===== src/rtl/dbg_frame_pkg.sv =====
package dbg_frame_pkg;

    typedef enum logic [2:0] {
        ST_IDLE,
        ST_ADDR,
        ST_DIN,
        ST_WAIT,
        ST_DOUT
    } seq_state_t;

    typedef enum logic [2:0] {
        CL_HW_RD,
        CL_HW_WR,
        CL_FW_RD,
        CL_FW_WR,
        CL_GO
    } cmd_class_t;

    function automatic int max_of4(input int a, input int b, input int c, input int d);
        int m;
        m = a;
        if (b > m) m = b;
        if (c > m) m = c;
        if (d > m) m = d;
        return m;
    endfunction

endpackage


===== src/rtl/dbg_cmd_decode.sv =====
module dbg_cmd_decode
    import dbg_frame_pkg::*;
#(
    parameter int CMD_W = 8
) (
    input  logic [CMD_W-1:0] cmd,
    output cmd_class_t       cls,
    output logic             need_addr,
    output logic             need_din,
    output logic             gives_data
);
    localparam int HW_BIT = CMD_W - 1;
    localparam int WR_BIT = CMD_W - 2;
    localparam int FR_BIT = CMD_W - 3;

    always_comb begin
        if (cmd[HW_BIT]) begin
            cls = cmd[WR_BIT] ? CL_HW_WR : CL_HW_RD;
        end else if (cmd[WR_BIT]) begin
            cls = CL_FW_WR;
        end else if (cmd[FR_BIT]) begin
            cls = CL_FW_RD;
        end else begin
            cls = CL_GO;
        end
    end

    always_comb begin
        need_addr  = (cls == CL_HW_RD) || (cls == CL_HW_WR);
        need_din   = (cls == CL_HW_WR) || (cls == CL_FW_WR);
        gives_data = (cls == CL_HW_RD) || (cls == CL_FW_RD);
    end

endmodule


===== src/rtl/dbg_delay_timer.sv =====
module dbg_delay_timer #(
    parameter int CNT_W = 8
) (
    input  logic             clk,
    input  logic             rst_n,
    input  logic             load,
    input  logic [CNT_W-1:0] len,
    input  logic             abort,
    output logic             busy,
    output logic             first,
    output logic             done
);
    logic [CNT_W-1:0] cnt_q;

    always_ff @(posedge clk) begin
        if (!rst_n) begin
            busy  <= 1'b0;
            first <= 1'b0;
            cnt_q <= '0;
        end else if (load) begin
            busy  <= 1'b1;
            first <= 1'b1;
            cnt_q <= len - 1'b1;
        end else if (abort) begin
            busy  <= 1'b0;
            first <= 1'b0;
        end else if (busy) begin
            first <= 1'b0;
            if (cnt_q == '0) begin
                busy <= 1'b0;
            end else begin
                cnt_q <= cnt_q - 1'b1;
            end
        end
    end

    assign done = busy && (cnt_q == '0);


    cnt_step_chk: assert property (@(posedge clk) disable iff (!rst_n)
        (busy && !abort && !load && cnt_q != '0) |=> (busy && cnt_q == $past(cnt_q) - 1'b1));


    load_first_chk: assert property (@(posedge clk) disable iff (!rst_n)
        load |=> (busy && first));

endmodule


===== src/rtl/dbg_frame_fsm.sv =====
module dbg_frame_fsm
    import dbg_frame_pkg::*;
#(
    parameter int CMD_W   = 8,
    parameter int ADDR_W  = 16,
    parameter int DATA_W  = 16,
    parameter int CNT_W   = 8,
    parameter int HW_DLY  = 150,
    parameter int FWR_DLY = 48,
    parameter int FWW_DLY = 36,
    parameter int GO_DLY  = 76
) (
    input  logic              clk,
    input  logic              rst_n,
    input  logic              rx_valid,
    input  logic [DATA_W-1:0] rx_data,
    input  logic              rx_timeout,
    output logic              rx_wide,
    output logic              tx_req,
    output logic [DATA_W-1:0] tx_data,
    input  logic              tx_done,
    output logic [ADDR_W-1:0] mem_addr,
    output logic [DATA_W-1:0] mem_wdata,
    output logic              mem_rd,
    output logic              mem_wr,
    input  logic [DATA_W-1:0] mem_rdata,
    output logic              fw_start,
    output logic [CMD_W-1:0]  fw_cmd,
    input  logic [DATA_W-1:0] fw_rdata,
    output logic              tmr_load,
    output logic [CNT_W-1:0]  tmr_len,
    output logic              tmr_abort,
    input  logic              tmr_busy,
    input  logic              tmr_first,
    input  logic              tmr_done
);
    seq_state_t state_q, state_d;

    logic [CMD_W-1:0]  cmd_q;
    logic [ADDR_W-1:0] addr_q;
    logic [DATA_W-1:0] wdata_q;
    logic [DATA_W-1:0] tx_q;
    logic              cap_q;

    logic [CMD_W-1:0]  dec_in;
    cmd_class_t        cls;
    logic              need_addr, need_din, gives_data;
    logic              take;

    assign dec_in = (state_q == ST_IDLE) ? rx_data[CMD_W-1:0] : cmd_q;
    assign take   = rx_valid && !rx_timeout;

    dbg_cmd_decode #(.CMD_W(CMD_W)) u_dec (
        .cmd        (dec_in),
        .cls        (cls),
        .need_addr  (need_addr),
        .need_din   (need_din),
        .gives_data (gives_data)
    );

    always_comb begin
        unique case (cls)
            CL_HW_RD, CL_HW_WR: tmr_len = CNT_W'(HW_DLY);
            CL_FW_RD:           tmr_len = CNT_W'(FWR_DLY);
            CL_FW_WR:           tmr_len = CNT_W'(FWW_DLY);
            default:            tmr_len = CNT_W'(GO_DLY);
        endcase
    end

    // next-state logic
    always_comb begin
        state_d  = state_q;
        tmr_load = 1'b0;
        unique case (state_q)
            ST_IDLE: begin
                if (take) begin
                    if (need_addr) begin
                        state_d = ST_ADDR;
                    end else if (need_din) begin
                        state_d = ST_DIN;
                    end else begin
                        state_d  = ST_WAIT;
                        tmr_load = 1'b1;
                    end
                end
            end
            ST_ADDR: begin
                if (rx_timeout) begin
                    state_d = ST_IDLE;
                end else if (rx_valid) begin
                    if (need_din) begin
                        state_d = ST_DIN;
                    end else begin
                        state_d  = ST_WAIT;
                        tmr_load = 1'b1;
                    end
                end
            end
            ST_DIN: begin
                if (rx_timeout) begin
                    state_d = ST_IDLE;
                end else if (rx_valid) begin
                    state_d  = ST_WAIT;
                    tmr_load = 1'b1;
                end
            end
            ST_WAIT: begin
                if (rx_timeout) begin
                    state_d = ST_IDLE;
                end else if (tmr_done) begin
                    state_d = gives_data ? ST_DOUT : ST_IDLE;
                end
            end
            ST_DOUT: begin
                if (rx_timeout || tx_done) begin
                    state_d = ST_IDLE;
                end
            end
            default: state_d = ST_IDLE;
        endcase
    end

    // state register
    always_ff @(posedge clk) begin
        if (!rst_n) begin
            state_q <= ST_IDLE;
        end else begin
            state_q <= state_d;
        end
    end

    // field registers
    always_ff @(posedge clk) begin
        if (!rst_n) begin
            cmd_q   <= '0;
            addr_q  <= '0;
            wdata_q <= '0;
            tx_q    <= '0;
            cap_q   <= 1'b0;
        end else begin
            if (state_q == ST_IDLE && take) begin
                cmd_q <= rx_data[CMD_W-1:0];
            end
            if (state_q == ST_ADDR && take) begin
                addr_q <= rx_data[ADDR_W-1:0];
            end
            if (state_q == ST_DIN && take) begin
                wdata_q <= rx_data;
            end
            cap_q <= (state_q == ST_WAIT) && tmr_first && gives_data;
            if (cap_q) begin
                tx_q <= (cls == CL_HW_RD) ? mem_rdata : fw_rdata;
            end
        end
    end

    // outputs
    always_comb begin
        rx_wide   = 1'b0;
        tx_req    = 1'b0;
        mem_rd    = 1'b0;
        mem_wr    = 1'b0;
        fw_start  = 1'b0;
        tmr_abort = 1'b0;
        unique case (state_q)
            ST_ADDR, ST_DIN: rx_wide = 1'b1;
            ST_WAIT: begin
                tmr_abort = rx_timeout;
                if (tmr_first) begin
                    mem_rd   = (cls == CL_HW_RD);
                    mem_wr   = (cls == CL_HW_WR);
                    fw_start = !need_addr;
                end
            end
            ST_DOUT: tx_req = 1'b1;
            default: ;
        endcase
    end

    assign mem_addr  = addr_q;
    assign mem_wdata = wdata_q;
    assign fw_cmd    = cmd_q;
    assign tx_data   = tx_q;


    timeout_drop_chk: assert property (@(posedge clk) disable iff (!rst_n)
        (rx_timeout && state_q != ST_IDLE) |=> (state_q == ST_IDLE));


    rd_single_chk: assert property (@(posedge clk) disable iff (!rst_n)
        mem_rd |=> !mem_rd);


    rd_in_delay_chk: assert property (@(posedge clk) disable iff (!rst_n)
        (mem_rd || mem_wr || fw_start) |-> tmr_busy);


    tx_hold_chk: assert property (@(posedge clk) disable iff (!rst_n)
        (tx_req && !tx_done && !rx_timeout) |=> (tx_req && $stable(tx_data)));


    wide_quiet_chk: assert property (@(posedge clk) disable iff (!rst_n)
        tmr_busy |-> !rx_wide);

endmodule


===== src/rtl/dbg_frame_seq.sv =====
module dbg_frame_seq
    import dbg_frame_pkg::*;
#(
    parameter int CMD_W   = 8,
    parameter int ADDR_W  = 16,
    parameter int DATA_W  = 16,
    parameter int HW_DLY  = 150,
    parameter int FWR_DLY = 48,
    parameter int FWW_DLY = 36,
    parameter int GO_DLY  = 76
) (
    input  logic              clk,
    input  logic              rst_n,
    input  logic              rx_valid,
    input  logic [DATA_W-1:0] rx_data,
    input  logic              rx_timeout,
    output logic              rx_wide,
    output logic              busy,
    output logic              tx_req,
    output logic [DATA_W-1:0] tx_data,
    input  logic              tx_done,
    output logic [ADDR_W-1:0] mem_addr,
    output logic [DATA_W-1:0] mem_wdata,
    output logic              mem_rd,
    output logic              mem_wr,
    input  logic [DATA_W-1:0] mem_rdata,
    output logic              fw_start,
    output logic [CMD_W-1:0]  fw_cmd,
    input  logic [DATA_W-1:0] fw_rdata
);
    localparam int MAX_DLY = max_of4(HW_DLY, FWR_DLY, FWW_DLY, GO_DLY);
    localparam int CNT_W   = $clog2(MAX_DLY + 1);

    logic             tmr_load, tmr_abort, tmr_busy, tmr_first, tmr_done;
    logic [CNT_W-1:0] tmr_len;

    dbg_frame_fsm #(
        .CMD_W   (CMD_W),
        .ADDR_W  (ADDR_W),
        .DATA_W  (DATA_W),
        .CNT_W   (CNT_W),
        .HW_DLY  (HW_DLY),
        .FWR_DLY (FWR_DLY),
        .FWW_DLY (FWW_DLY),
        .GO_DLY  (GO_DLY)
    ) u_fsm (
        .clk        (clk),
        .rst_n      (rst_n),
        .rx_valid   (rx_valid),
        .rx_data    (rx_data),
        .rx_timeout (rx_timeout),
        .rx_wide    (rx_wide),
        .tx_req     (tx_req),
        .tx_data    (tx_data),
        .tx_done    (tx_done),
        .mem_addr   (mem_addr),
        .mem_wdata  (mem_wdata),
        .mem_rd     (mem_rd),
        .mem_wr     (mem_wr),
        .mem_rdata  (mem_rdata),
        .fw_start   (fw_start),
        .fw_cmd     (fw_cmd),
        .fw_rdata   (fw_rdata),
        .tmr_load   (tmr_load),
        .tmr_len    (tmr_len),
        .tmr_abort  (tmr_abort),
        .tmr_busy   (tmr_busy),
        .tmr_first  (tmr_first),
        .tmr_done   (tmr_done)
    );

    dbg_delay_timer #(.CNT_W(CNT_W)) u_tmr (
        .clk   (clk),
        .rst_n (rst_n),
        .load  (tmr_load),
        .len   (tmr_len),
        .abort (tmr_abort),
        .busy  (tmr_busy),
        .first (tmr_first),
        .done  (tmr_done)
    );

    assign busy = tmr_busy;


    reset_quiet_chk: assert property (@(posedge clk)
        !rst_n |=> (!busy && !tx_req && !rx_wide));

endmodule


===== config.mk =====
export PLATFORM = sky130hd
export DESIGN_NAME = dbg_frame_seq
export DESIGN_NICKNAME = d
export VERILOG_FILES = /design/src/rtl/dbg_frame_pkg.sv /design/src/rtl/dbg_cmd_decode.sv /design/src/rtl/dbg_delay_timer.sv /design/src/rtl/dbg_frame_fsm.sv /design/src/rtl/dbg_frame_seq.sv
export SDC_FILE = /design/constraint.sdc
export NUM_CORES = 1
export LEC_CHECK = 0
export BUFFER_PORTS_ARGS = -buffer_cell sky130_fd_sc_hd__buf_2
export CORE_ASPECT_RATIO = 0.9
export CORE_MARGIN = 3
export CORE_UTILIZATION = 40
export DETAILED_ROUTE_END_ITERATION = 16
export PLACE_DENSITY = 0.78
export SLEW_MARGIN = 20
export SYNTH_ARGS = -nofsm -noshare
export SYNTH_HDL_FRONTEND = slang
export SYNTH_SLANG_ARGS = --single-unit

===== constraint.sdc =====
create_clock -name clk -period 2.6 [get_ports clk]
set_clock_uncertainty 0.2 [all_clocks]
set_input_delay 0.13 -clock clk [delete_from_list [all_inputs] [get_ports clk]]
set_output_delay 0.13 -clock clk [all_outputs]
set_load 0.1 [all_outputs]

==> results.cfg <==
[detailed_routing]
vias = 3587
drt_pass1_iterations = 5
drc = 0
wl_mm = 10.4
drt-wirelength-per-cell_um = 15.8
routed_via_density = 5.44
drtIter0Drc = 216
ant_nets = 0

[grt]
gr-usage-all-layers = 0.219
grt_pass1_vias = 3401
grt_pass1_wl_mm = 16.4
antenna_found_initial = 0
grt_max_degree = 33
overflow = 0

[floorplan]
rows = 30
pin_count = 115
dieArea_sq_mm = 0.00918
initial_utilization = 0.419
core_sq_mm = 0.00769
die_h_um = 91.2
die_w_um = 101

[cts]
htree_levels = 3
cts_max_path_buffers = 2
clkSlewWorstSetupHoldPaths_ns = 0.07
tritoncts = done
cts_buffers = 9
clkSinkCount = 70
clock_latency_ns = 0.34
root_buffer = clkbuf_8

[power]
sw_frac_of_total = 0.426
fin_total_pwr_mw = 4.07
ir_worst_vdd_mv = 0.855
combPwrFrac = 0.466
pwr-share-seq = 0.320
p_int_mw = 2.34
pwr-share-clk = 0.214
p_sw_mw = 1.74
power_density_mw_per_mm2 = 867
power_leakage_nw = 2.00

[yosys]
synth.ff_latch_count = 70
synthFlopType = dfxtp_1
synth_compound_area_frac = 0.196
yosysSeqAreaShare = 0.435
syn_avg_cell_area_sq_um = 8.29
yosys_warnings = 0
synth_cells = 389
synth-adder-area-share = 0.00388
netlist-cell-type-count = 55
synthMuxAreaShare = 0.0722
synth_edf_count = 0
synth_nets = 443
syn-cell-area_sq_mm = 0.00322
synth_top_family_by_area = simple AND/OR/NAND/NOR gates
synth_simple_gate_area_frac = 0.231
synth_async_sr_flop_share = 0
synth_xor_area_frac = 0.0136

[layout]
layout.nets = 612
drive_gt1_frac = 0.304
layout_commonest_cell = buf_2
area_growth_pct = 45.8
layout_common_cells = buf_2, nand2_1, dfxtp_1, dlygate4sd3_1, a21oi_1
utilization = 0.611
design_area_sq_mm = 0.00470
diodes = 0

[timing]
final-setup-viol-count = 0
hold_viol = 0
slew_headroom = 0.616
fin_tns_setup_ns = 0
fin_crit_sh = 0.957
rsz0062_at_grt = no
fin_crit_ns = 2.49
whs_ns = 0.138
worstMarginPinSlew_ns = 0.575
timing.fmax_mhz = 402
slew_violations = 0

[placed_design]
port_buffers = 114
globalplace.congestion = 0.862
hpwl_mm = 6.64
placed_area_sq_mm = 0.00397

[critical_path]
ff2ff_path_depth = 9
r2r-end = u_tmr.cnt_q[6]
crit_fanout = 17
r2r_start = u_fsm.state_q[1]
cp-end-kind = primary output
worstPathArrival_ns = 2.16
cp.required_ns = 2.27
worst_setup_path_start_kind = flop
startpoint = u_fsm.state_q[1]
rrSetupSlack_ns = 0.16
worstSetupPathType = flop to primary output

[hold_path]
holdCritStartpoint = tx_done
hold_end = u_fsm.state_q[2]
hold_depth = 5
hp-class = input pin to flop

[status]
outcome = complete, no violations

[flow_run]
drv_cap = 0
-- cell usage after synthesis, types with 2 or more instances --
cell       n  area [sq um]
and2_1     4          25.0
nand3b_1   3          22.5
nor2_1    31           116
inv_1      4          15.0
buf_6      4          45.0
nor3_1     8          40.0
o311a_1    2          20.0
a31oi_1    4          25.0
or3_1      2          12.5
nand3_1   10          50.1
nor3b_1    4          30.0
nand2_1   83           312
or4_1      2          15.0
xor2_1     2          17.5
mux2i_1   21           210
dfxtp_1   70          1400
nor2b_1    2          12.5
clkbuf_1  19          71.3
a211oi_1  18           135
xnor2_1    3          26.3
nor4_1     2          12.5
o21ai_0    9          45.0
mux2_2     2          22.5
o21a_1     2          15.0
a21oi_1   45           225
nor3b_2    2          25.0
o32a_1     2          20.0
o211a_1    2          20.0
-- repair_timing --
action,CTS,global route
setup buffers,2,0
endpoints found under the setup margin,1,3
resized for setup,1,5
endpoints found under the hold margin,62,0
hold buffers,50,0
pin swaps,1,1
-- metal layers --
metal | GRT usage | part of all wire | vias to the layer above | wire (um)
li1 | - | - | 1707 | -
met1 | 0.259 | 0.39 | 1672 | 4090
met2 | 0.384 | 0.51 | 180 | 5270
met3 | 0.0453 | 0.076 | 28 | 793
met4 | 0.0831 | 0.026 | 0 | 274
met5 | 0 | 0 | - | 0
-- logic make-up (layout without fill, tap and decap cells) --
family,Yosys count,after routing
AND/OR/NAND/NOR,161,161
AO/OA/AOI/OAI,97,97
flip-flops,70,70
buffers and inverters,32,206
multiplexers,23,23
XOR/XNOR,5,5
adder cells (fa/ha/maj),1,1
-- stage by stage --
stage                     cells  setup slack (ns)
after floorplan             389            0.0343
after global placement      591             0.284
after detailed placement    591             0.186
after CTS                   659            0.0194
after global routing        659            0.0189
final                       659             0.112
-- worst max-delay path: stages, from the launching register on --
cell     delay (ns)
dfxtp_2        0.36
nor3_4         0.34
mux2i_4        0.36
and2_1         0.21
buf_12         0.18
nor2b_4        0.18
buf_12         0.18
-- state kept, by name (all words and copies together), names as in the netlist --
signal and flops:
u_fsm.state_q 3, u_fsm.cap_q 1, u_fsm.fw_cmd 8, u_tmr.cnt_q 8, u_fsm.mem_addr 16, u_fsm.mem_wdata 16, u_tmr.first 1, u_tmr.busy 1
u_fsm.tx_data 16
-- power groups by stage --
| stage | logic [mW] | clock network (mW) | registers (mW) |
|---|---|---|---|
| final | 1.90 | 0.872 | 1.30 |
| after floorplan | 1.01 | 0 | 1.66 |
| after CTS | 1.86 | 0.890 | 1.29 |
| after global placement | 1.71 | 0 | 1.31 |
| after global routing | 2.02 | 0.939 | 1.31 |
| after detailed placement | 1.75 | 0 | 1.32 |
-- how the worst max path moves through the flow --
stage               slack [ns]              to
floorplan                 0.03         rx_wide
global placement          0.28  u_tmr.cnt_q[6]
detailed placement        0.19  u_tmr.cnt_q[6]
CTS                       0.02          mem_rd
global route              0.02  u_tmr.cnt_q[6]
finish                    0.11          mem_rd
-- cell type report --
type	count	area [sq um]
Fill cell	654	3000
Multi-Input combinational cell	287	1700
Sequential cell	70	1410
Timing Repair Buffer	185	1260
Clock buffer	10	138
Tap cell	96	120
Clock inverter	6	61.3
Inverter	5	18.8
(Power assumes the default switching activity.)
